### src/rtl/pcc_pkg.sv
`timescale 1ns/1ps
package pcc_pkg;
   typedef enum logic [1:0] {
      PM_GREEN  = 2'd0,
      PM_NORMAL = 2'd1,
      PM_SLEEP  = 2'd2,
      PM_IDLE   = 2'd3
   } pmode_t;

   typedef struct packed {
      logic sel_fast;   // bit 2
      logic deep;       // bit 1
      logic up_en;      // bit 0
   } mode_bits_t;

   localparam int FIELD_W = 3;
endpackage

### src/rtl/pcc_mode_reg.sv
`timescale 1ns/1ps
module pcc_mode_reg
   import pcc_pkg::*;
#(
   parameter int REG_W = 8
) (
   input  logic             clk,
   input  logic             rst_n,
   input  logic             wr_en,
   input  logic [REG_W-1:0] wr_data,
   input  logic             clr_deep,
   output mode_bits_t       bits,
   output logic [REG_W-1:0] rd_data
);
   localparam int PAD_W = REG_W - FIELD_W;

   initial begin
      assert (REG_W >= FIELD_W) else $error("REG_W too small for mode field");
   end

   mode_bits_t bits_q;

   always_ff @(posedge clk or negedge rst_n) begin
      if (!rst_n) begin
         bits_q <= '0;
      end else if (wr_en) begin
         bits_q <= mode_bits_t'(wr_data[FIELD_W-1:0]);
      end else if (clr_deep) begin
         bits_q.deep <= 1'b0;
      end
   end

   assign bits = bits_q;

   generate
      if (PAD_W > 0) begin : g_pad
         assign rd_data = {{PAD_W{1'b0}}, bits_q};
      end else begin : g_nopad
         assign rd_data = bits_q;
      end
   endgenerate
endmodule

### src/rtl/pcc_halt_track.sv
`timescale 1ns/1ps
module pcc_halt_track (
   input  logic clk,
   input  logic rst_n,
   input  logic halt_pulse,
   input  logic wake_evt,
   input  logic deep_sel,
   input  logic lf_rdy,
   output logic halted,
   output logic idle_exit,
   output logic lf_wait
);
   logic halted_q, wait_q;

   assign idle_exit = halted_q & wake_evt & deep_sel;

   always_ff @(posedge clk or negedge rst_n) begin
      if (!rst_n) begin
         halted_q <= 1'b0;
         wait_q   <= 1'b0;
      end else begin
         if (halted_q && wake_evt)
            halted_q <= 1'b0;
         else if (halt_pulse)
            halted_q <= 1'b1;

         if (idle_exit)
            wait_q <= 1'b1;
         else if (wait_q && lf_rdy)
            wait_q <= 1'b0;
      end
   end

   assign halted  = halted_q;
   assign lf_wait = wait_q;
endmodule

### src/rtl/pcc_mode_decode.sv
`timescale 1ns/1ps
module pcc_mode_decode
   import pcc_pkg::*;
(
   input  mode_bits_t bits,
   input  logic       halted,
   input  logic       lf_wait,
   input  logic       hf_rdy,
   output pmode_t     mode,
   output logic       lf_en,
   output logic       up_en,
   output logic       sel_fast,
   output logic       clk_run
);
   always_comb begin
      if (halted)
         mode = bits.deep ? PM_IDLE : PM_SLEEP;
      else if (bits.sel_fast && bits.up_en)
         mode = PM_NORMAL;
      else
         mode = PM_GREEN;
   end

   assign lf_en    = (mode != PM_IDLE);
   assign up_en    = !halted && bits.up_en;
   assign sel_fast = (mode == PM_NORMAL) && hf_rdy;
   assign clk_run  = !halted && !lf_wait;
endmodule

### src/rtl/pwr_clk_ctrl.sv
`timescale 1ns/1ps
module pwr_clk_ctrl
   import pcc_pkg::*;
#(
   parameter int REG_W = 8
) (
   input  logic             clk,
   input  logic             rst_n,
   input  logic             reg_wr_en,
   input  logic [REG_W-1:0] reg_wr_data,
   output logic [REG_W-1:0] reg_rd_data,
   input  logic             halt_pulse,
   input  logic             wake_evt,
   input  logic             wdt_cfg_en,
   input  logic             lf_osc_rdy,
   input  logic             hf_rdy,
   output logic             lf_osc_en,
   output logic             upconv_en,
   output logic             cpu_clk_fast,
   output logic             cpu_clk_run,
   output logic             wdt_osc_en,
   output logic [1:0]       mode_state
);
   mode_bits_t bits;
   logic       halted, idle_exit, lf_wait;
   pmode_t     mode;

   pcc_mode_reg #(.REG_W(REG_W)) u_reg (
      .clk      (clk),
      .rst_n    (rst_n),
      .wr_en    (reg_wr_en),
      .wr_data  (reg_wr_data),
      .clr_deep (idle_exit),
      .bits     (bits),
      .rd_data  (reg_rd_data)
   );

   pcc_halt_track u_halt (
      .clk        (clk),
      .rst_n      (rst_n),
      .halt_pulse (halt_pulse),
      .wake_evt   (wake_evt),
      .deep_sel   (bits.deep),
      .lf_rdy     (lf_osc_rdy),
      .halted     (halted),
      .idle_exit  (idle_exit),
      .lf_wait    (lf_wait)
   );

   pcc_mode_decode u_dec (
      .bits     (bits),
      .halted   (halted),
      .lf_wait  (lf_wait),
      .hf_rdy   (hf_rdy),
      .mode     (mode),
      .lf_en    (lf_osc_en),
      .up_en    (upconv_en),
      .sel_fast (cpu_clk_fast),
      .clk_run  (cpu_clk_run)
   );

   assign wdt_osc_en = wdt_cfg_en;
   assign mode_state = mode;
endmodule

### config.mk
export PLATFORM = sky130hd
export DESIGN_NAME = pwr_clk_ctrl
export DESIGN_NICKNAME = d
export VERILOG_FILES = /design/src/rtl/pcc_pkg.sv /design/src/rtl/pcc_mode_reg.sv /design/src/rtl/pcc_halt_track.sv /design/src/rtl/pcc_mode_decode.sv /design/src/rtl/pwr_clk_ctrl.sv
export SDC_FILE = /design/constraint.sdc
export NUM_CORES = 1
export LEC_CHECK = 0
export BUFFER_PORTS_ARGS = -buffer_cell sky130_fd_sc_hd__buf_2
export CAP_MARGIN = 30
export CORE_AREA = 5 5 42 44
export CTS_CLUSTER_SIZE = 10
export DETAILED_ROUTE_END_ITERATION = 8
export DIE_AREA = 0 0 47 49
export PLACE_DENSITY = 0.53
export SETUP_SLACK_MARGIN = 0.3
export SLEW_MARGIN = 20
export SYNTH_ARGS = -nofsm -noshare
export SYNTH_HDL_FRONTEND = slang
export SYNTH_SLANG_ARGS = --single-unit
### constraint.sdc
create_clock -name clk -period 2.4 [get_ports clk]
set_input_delay 0.12 -clock clk [delete_from_list [all_inputs] [get_ports clk]]
set_output_delay 0.12 -clock clk [all_outputs]
set_load 0.1 [all_outputs]
Word level (Yosys, flattened, before mapping)

Cells that the tools add are included.
Widths: inputs -> output; s select.

Flip-flop bits (word level): 5
Output and inout port bits: 15
Word-level logic and storage cells: 29

Equality and inequality tests: 2
Mux-type cells: 9
Bitwise gates (word level): 2
Reduce and logical (&&, ||, !) cells: 11

Operator list:

| operator           | number |
|---|---|
| $mux 1             | 8 |
| $logic_and 1x1->1  | 6 |
| $reduce_bool 2->1  | 3 |
| $and 1x1->1        | 2 |
| $eq 2x1->1 const B | 1 |
| $logic_not 1->1    | 2 |
| $mux 2             | 1 |
| $ne 2x2->1 const B | 1 |

Longest topological paths before layout

Gate-level depths: netlist of the first run.

Word-level depth: 5
Gate-level depth with buffers: 2

Hierarchy

Synthesis of the first run repeated with hierarchy kept, for this count alone.

Cell total of the unflattened synthesis: 31
Area, all modules: 314.1 um^2

By module, submodules not included:

| module          | instances | cells each | area an instance (um^2) |
|---|---|---|---|
| pcc_mode_reg    | 1         | 16         | 175.2 |
| pcc_halt_track  | 1         | 7          | 86.3 |
| pcc_mode_decode | 1         | 7          | 45.0 |
| pwr_clk_ctrl    | 1         | 1          | 7.5 |

Worst setup path before layout of the first run

OpenSTA, ideal clock, no wires.

Path type: register to output
From: register u_reg.bits_q (netlist bit u_reg.bits[0])
To: output cpu_clk_fast
Arrival: 2.843 ns
Data required time: 2.280 ns
Setup slack: -0.563 ns
Stages on the path, launching flop included: 3
Path through: dfrtp_1 > nor2b_2 > and3_1

Cells in the longest elaborated chain, start to end: 5

RTL lines:

| item                     | RTL line              | RTL |
|---|---|---|
| start: declaration       | pcc_mode_reg.sv:21    | `mode_bits_t bits_q;` |
| start signal: assignment | pcc_mode_reg.sv:27    | `bits_q <= mode_bits_t'(wr_data[FIELD_W-1:0]);` |
| $logic_and 1x1->1        | pcc_mode_decode.sv:18 | `else if (bits.sel_fast && bits.up_en)` |
| $mux 1                   | pcc_mode_decode.sv:18 |  |
| $mux 2                   | pcc_mode_decode.sv:16 | `if (halted)` |
| $eq 2x1->1               | pcc_mode_decode.sv:26 | `assign sel_fast = (mode == PM_NORMAL) && hf_rdy;` |
| $logic_and 1x1->1        | pcc_mode_decode.sv:26 |  |
| end: declaration         | pwr_clk_ctrl.sv:19    | `output logic cpu_clk_fast,` |

Every way passes these cells.

Final worst setup path of the first run

From: register u_halt.halted_q (netlist: u_halt.halted)
To: output cpu_clk_fast

Cells in the longest elaborated chain, start to end: 3

RTL lines:

| item                     | RTL line              | RTL |
|---|---|---|
| start: declaration       | pcc_halt_track.sv:13  | `logic halted_q, wait_q;` |
| start signal: assignment | pcc_halt_track.sv:19  | `halted_q <= 1'b0;` |
| start signal: assignment | pcc_halt_track.sv:23  | `halted_q <= 1'b0;` |
| start signal: assignment | pcc_halt_track.sv:25  | `halted_q <= 1'b1;` |
| $mux 2                   | pcc_mode_decode.sv:16 |  |
| $eq 2x1->1               | pcc_mode_decode.sv:26 |  |
| $logic_and 1x1->1        | pcc_mode_decode.sv:26 |  |

Every way passes these cells.

==> flow_summary.toml, run 1 <==
[synthesis]
synthDominantAreaCellType = "sky130_fd_sc_hd__dfrtp_1"
netlist_area_sq_um = 282.8
synthFlopType = "sky130_fd_sc_hd__dfrtp_1"
synth.ff_latch_count = 5
post_synth.cell_area_avg_sq_um = 10.10
synth_edf_count = 0
ys_top_cells_by_area = "sky130_fd_sc_hd__dfrtp_1 44%, sky130_fd_sc_hd__buf_4 21%, sky130_fd_sc_hd__mux2_2 8.0%"
ys_types = 14
netlist_top_cells_count = "8 x sky130_fd_sc_hd__buf_4, 5 x sky130_fd_sc_hd__dfrtp_1, 2 x sky130_fd_sc_hd__a22o_1, 2 x sky130_fd_sc_hd__mux2_2, 2 x sky130_fd_sc_hd__nand2_1"
synth_top_area_share_pct = 44.25
yosysWarnings = 0
proportion_of_synthesized_flip_flops_having_asynchronous_set_or_reset_pct = 100.0
synth_most_common_cell = "sky130_fd_sc_hd__buf_4"
syn_inst = 28
synth_seq_area_share_pct = 44.25

[timing]
timing.final.hold_violations = 0
worst_clock_skew_ps = 0.03222
final.min_clock_period_ps = 1576
rsz0062_at_grt = "no"
tns_ps = 0
final_setup_viols = 0
timing_max_transition_violations_final = 0
f_max_mhz = 634.5
min_period_over_period_pct = 65.67

[clock_network]
clk-insertion-delay-late_ps = 240
cts_htree_levels = 1
cts_buffers = 3
post-cts-setup-buffers = 0
post_cts_resized = 0
cts_max_path_buffers = 2
cts.sinks = 5
hold_buffers = 1
clk_pin_slew_worst_paths_ps = 40
cts_root_buffer = "sky130_fd_sc_hd__clkbuf_4"
tritoncts_clock_tree = "built"

[route]
finalWirelength_um = 630
firstDrtPassIters = 2
drt.antenna.violating_nets = 0
routed_via_density = 3.857
route.detailed.drc = 0
wl_per_cell_um = 10.00
drtIter0Drc = 2
vias = 243

[power]
p_per_area_nw_per_um2 = 1061
power.ir.vdd_worst_uv = 293.3
p_leak_nw = 0.2118

[die]
ios = 31
floorplan.core_area_sq_um = 1401
fp.dieArea_sq_um = 2303
die_width_um = 47
die_y_um = 49
core.rowCount = 14
initial_core_util_pct = 20.18

[setup_path]
cp_max_fo = 8
critical_path_class = "reg2out"
cp_data_arrival_time_ps = 1460
critPathRequiredTime_ps = 2280
timing.reg2reg.setup_slack_ps = 1490
rr_worst_depth = 2
critPathLaunchType = "flop"
critical_path.reg2reg.endpoint = "u_reg.bits[1]$_DFFE_PN0P_"
critical_path.reg2reg.startpoint = "u_halt.halted$_DFFE_PN0P_"
kind_of_end_point_of_the_critical_path = "output port"

[flow_run]
max_cap_viol_count = 0

[grt]
groute.usage.overall_pct = 6.303
first_global_vias = 246
grt_start_max_net_pins = 9
grt_pass1_wl_um = 979
antenna_found_initial = 0
globalRoute.totalOverflow = 0

[placement]
place_congestion = 0.6899
place_hpwl_um = 515.2
dp_cells = 58
placement.io_buffers = 18

[final_layout]
final_layout_size_suffix_gt1_share_pct = 57.45
fill_cells = 161
layout.core_utilization_pct = 28.04
num_antenna_cells = 0
syn_to_final_growth_pct = 38.94
finish.cell_count_without_fillers = 63
finalNetCount = 64

[min_path]
timing.hold.worst.start = "lf_osc_rdy"
holdCritPathClass = "in2reg"
min_delay_path_depth = 2
timing.hold.worst_endpoint = "u_halt.lf_wait$_DFFE_PN0P_"

[status]
run_status = "completed"
==> per-layer routing <==
| metal | up-vias | part of all wire [%] | track usage (%) |
|---|---|---|---|
| met5 | - | 0 | 0 |
| met4 | 0 | 2.4 | 5.530 |
| met3 | 2 | 16 | 3.321 |
| met2 | 17 | 43 | 8.824 |
| met1 | 106 | 38 | 6.488 |
| li1 | 118 | - | - |
==> critical path, cell delays in order (launching register included) <==
cell and delay, ps:
sky130_fd_sc_hd__dfrtp_1 470, sky130_fd_sc_hd__nor2b_4 150, sky130_fd_sc_hd__and3_2 170, sky130_fd_sc_hd__buf_2 410
==> state kept, by name (all words and copies together), names as in the netlist <==
name,count
u_reg.bits,3
u_halt.halted,1
u_halt.lf_wait,1
==> placed cells by master, fill, tap and decap left out <==
master	n
sky130_fd_sc_hd__o21ai_0	1
sky130_fd_sc_hd__buf_2	18
sky130_fd_sc_hd__nand3_1	1
sky130_fd_sc_hd__inv_1	1
sky130_fd_sc_hd__a22o_1	1
sky130_fd_sc_hd__and3_2	1
sky130_fd_sc_hd__dfrtp_1	4
sky130_fd_sc_hd__o21a_1	1
sky130_fd_sc_hd__conb_1	5
sky130_fd_sc_hd__clkbuf_4	3
sky130_fd_sc_hd__nand2_1	2
sky130_fd_sc_hd__mux2_2	2
sky130_fd_sc_hd__dfrtp_2	1
sky130_fd_sc_hd__nor2b_4	1
sky130_fd_sc_hd__nor2b_1	1
sky130_fd_sc_hd__clkbuf_1	1
sky130_fd_sc_hd__nor2_1	1
sky130_fd_sc_hd__a22o_2	1
sky130_fd_sc_hd__dlygate4sd3_1	1
==> cell type report <==
class                           instances  area (sq um)  area share [%]
Clock buffer                            4         26.28           6.688
Timing Repair Buffer                   19         100.1           25.48
Inverter                                1         3.754          0.9554
Sequential cell                         5         126.4           32.17
Tap cell                               16         20.02           5.096
Multi-Input combinational cell         18         116.4           29.62
==> cell families after synthesis <==
kind of cell	synth area share [%]
buf+inv	22.57
mux	7.964
other cells	1.326
compound gates	10.62
flops	44.25
simple gates	13.28
==> where the power goes <==
part	internal, mW	switching (mW)	total, mW
clock	0.0629	0.0350	0.0979
sequential	0.0942	0.0123	0.107
combinational	0.0317	0.181	0.213
total	0.189	0.228	0.417
==> metrics by stage <==
step           hold slack [ps]  total power [mW]  worst slack [ps]  cell area (sq um)
6_report                 67.57            0.4170             823.9              392.9
3_3_place_gp            -59.80            0.3201              1072              356.6
5_1_grt                  79.67            0.4378             756.8              392.9
3_5_place_dp            -59.23            0.3203              1073              356.6
4_1_cts                  64.65            0.4237             807.1              392.9
2_1_floorplan           -175.6            0.3105             346.5              306.5
==> how the worst max path moves through the flow <==
stage	start	endpoint	slack [ps]	cells after the start
floorplan	u_reg.bits[0]$_DFFE_PN0P_	cpu_clk_fast	350	2
global placement	u_halt.halted$_DFFE_PN0P_	cpu_clk_fast	1070	3
detailed placement	u_halt.halted$_DFFE_PN0P_	cpu_clk_fast	1070	3
CTS	u_halt.halted$_DFFE_PN0P_	cpu_clk_fast	810	3
global route	u_halt.halted$_DFFE_PN0P_	cpu_clk_fast	760	3
finish	u_halt.halted$_DFFE_PN0P_	cpu_clk_fast	820	3
Note: power is estimated with default switching activity, not from simulation.
==> run 2: changes to the inputs <==
--- a/config.mk
+++ b/config.mk
@@ -11,7 +11,7 @@
 export CTS_CLUSTER_SIZE = 10
 export DETAILED_ROUTE_END_ITERATION = 8
 export DIE_AREA = 0 0 47 49
-export PLACE_DENSITY = 0.53
+export PLACE_DENSITY = 0.55
 export SETUP_SLACK_MARGIN = 0.3
 export SLEW_MARGIN = 20
 export SYNTH_ARGS = -nofsm -noshare
==> constraint.sdc (replaced) <==
create_clock -name clk -period 1.4 [get_ports clk]
set_input_delay 0.07 -clock clk [delete_from_list [all_inputs] [get_ports clk]]
set_output_delay 0.07 -clock clk [all_outputs]
set_load 0.1 [all_outputs]
==> run 2 against run 1 <==
  * Via count rose by 2.9%
  * Register-to-register slack got worse by 1100 ps
  * Total power rose by 100%
  * Cell area rose by 41%
  * Count of clock-buffer cells in the layout did not move
  * Sequential share of layout area fell by 8.4 points
  * Global-route usage rose by 0.066 points
  * Setup slack got worse by 720 ps
==> flow_summary.toml, run 2 (same netlist as run 1, synthesis figures left out) <==
[placement]
placement.io_buffers = 18
place_congestion = 0.6796
place_ws_ps = 218.3
dp_cells = 58

[clock_network]
tritoncts_clock_tree = "built"
cts_htree_levels = 1
cts_buffers = 3
cts_max_path_buffers = 2
clk_pin_slew_worst_paths_ps = 40
clk-insertion-delay-late_ps = 240
cts.sinks = 5
cts_root_buffer = "sky130_fd_sc_hd__clkbuf_4"

[min_path]
min_delay_path_depth = 2
timing.hold.worst.start = "lf_osc_rdy"
holdCritPathClass = "in2reg"
timing.hold.worst_endpoint = "u_halt.lf_wait$_DFFE_PN0P_"

[timing]
timing_max_transition_violations_final = 0
worst_clock_skew_ps = 0.05185
final.min_clock_period_ps = 1295
min_period_over_period_pct = 92.52
rsz0062_at_grt = "yes"
timing.final.hold_violations = 0
tns_ps = 0
f_max_mhz = 772.0
final_setup_viols = 0
whs_ps = 28.74
layout_setup_ws_ps = 104.7

[setup_path]
critical_path.reg2reg.startpoint = "u_reg.bits[0]$_DFFE_PN0P_"
critPathLaunchType = "flop"
cp_data_arrival_time_ps = 1230
cp_max_fo = 3
worstSetupStartpoint = "u_reg.bits[0]$_DFFE_PN0P_"
timing.reg2reg.setup_slack_ps = 420
critPathRequiredTime_ps = 1330
kind_of_end_point_of_the_critical_path = "output port"
cp_slowest_cell = "sky130_fd_sc_hd__dfrtp_4"
rr_worst_depth = 2
cp_cell_sequence = "nor2b_4, a22o_4, buf_12"
critical_path_class = "reg2out"
critical-path-max-stage-delay_ps = 460
critical_path.reg2reg.endpoint = "u_reg.bits[0]$_DFFE_PN0P_"

[final_layout]
finalNetCount = 67
mostFrequentLayoutCells = "9 x sky130_fd_sc_hd__buf_2, 7 x sky130_fd_sc_hd__buf_12, 5 x sky130_fd_sc_hd__conb_1"
num_antenna_cells = 0
syn_to_final_growth_pct = 95.58
fill_cells = 145
finish.cell_count_without_fillers = 66
largest_reg_flops = 3
final_layout_size_suffix_gt1_share_pct = 66.00
layout.cells.most_common = "sky130_fd_sc_hd__buf_2"

[grt]
first_global_vias = 271
antenna_found_initial = 0
grt_start_max_net_pins = 6
globalRoute.totalOverflow = 0
groute.usage.overall_pct = 6.369
grt_pass1_wl_um = 1076

[route]
drt.antenna.violating_nets = 0
vias = 250
firstDrtPassIters = 2
drtIter0Drc = 1
wl_per_cell_um = 10.50
route.detailed.drc = 0
finalWirelength_um = 693
routed_via_density = 3.788

[power]
post-layout-total-power_mw = 0.8426
seq_power_share_pct = 22.1
internal_power_mw = 0.4284
power.ir.vdd_worst_uv = 578.3
p_per_area_nw_per_um2 = 1524
pwr-share-clk_pct = 19.4
p_sw_share_pct = 49.16
p_leak_nw = 0.2650
comb_power_share_pct = 58.6
switchingPower_mw = 0.4142

[die]
core.rowCount = 14
die_y_um = 49
floorplan.core_area_sq_um = 1401
die_width_um = 47
ios = 31
initial_core_util_pct = 20.18
fp.dieArea_sq_um = 2303

[status]
run_status = "completed"

[flow_run]
max_cap_viol_count = 0
-- run 2: cell count changes in the layout (fill, tap and decap cells not counted), moves of 2 or more --
| cell | change |
|---|---|
| sky130_fd_sc_hd__buf_2 | -9 |
| sky130_fd_sc_hd__buf_4 | +4 |
| sky130_fd_sc_hd__dfrtp_1 | -2 |
| sky130_fd_sc_hd__buf_12 | +7 |
-- run 2: layout make-up --
class                   count  area [sq um]  area share (%)
flip-flops and latches      5         131.4           23.76
clock buffers               4         26.28           4.751
repair buffers             22         236.5           42.76
multi-input cells          18         135.1           24.43
inverters                   1         3.754          0.6787
well taps                  16         20.02           3.620
-- run 2: layer usage --
metal / wire length, um / vias to the layer above / track usage, %
met5: 0 / - / 0
met4: 0 / 0 / 4.147
met3: 87 / 0 / 1.476
met2: 331 / 14 / 9.729
met1: 275 / 113 / 7.589
li1: - / 123 / -
-- run 2: worst max path at each step --
stage | to | slack, ps
6_report | mode_state[0] | 100
5_1_grt | mode_state[0] | 80
4_1_cts | mode_state[0] | 90
3_5_place_dp | cpu_clk_fast | 220
3_3_place_gp | cpu_clk_fast | 220
2_1_floorplan | cpu_clk_fast | -390
-- run 2: repair_timing --
| item | 4_1_cts | 5_1_grt |
|---|---|---|
| hold buffers | 1 | 0 |
| buffers inserted | 3 | 0 |
| hold endpoints to repair | 5 | 0 |
| gates resized for setup | 9 | 4 |
| pin swaps | 1 | 0 |
| setup endpoints to repair | 9 | 8 |
-- run 2: stage by stage --
stage	cell area (sq um)	utilization (%)
after floorplan	324.1	-
after global placement	449.2	32.05
after CTS	535.5	38.21
after detailed placement	449.2	32.05
final	553.0	39.46
after global routing	553.0	39.46
-- run 2: critical path: cells and delay by family, from the launching register on --
kind,cells,cell delay (ps)
buf+inv,1,160
flops,1,460
compound gates,1,220
simple gates,1,140
-- run 2: power by group through the flow --
stage | Sequential [mW] | Clock, mW | Combinational, mW
floorplan | 0.229 | 0 | 0.316
global placement | 0.193 | 0 | 0.436
detailed placement | 0.193 | 0 | 0.438
CTS | 0.186 | 0.172 | 0.484
global route | 0.189 | 0.177 | 0.507
finish | 0.186 | 0.163 | 0.494
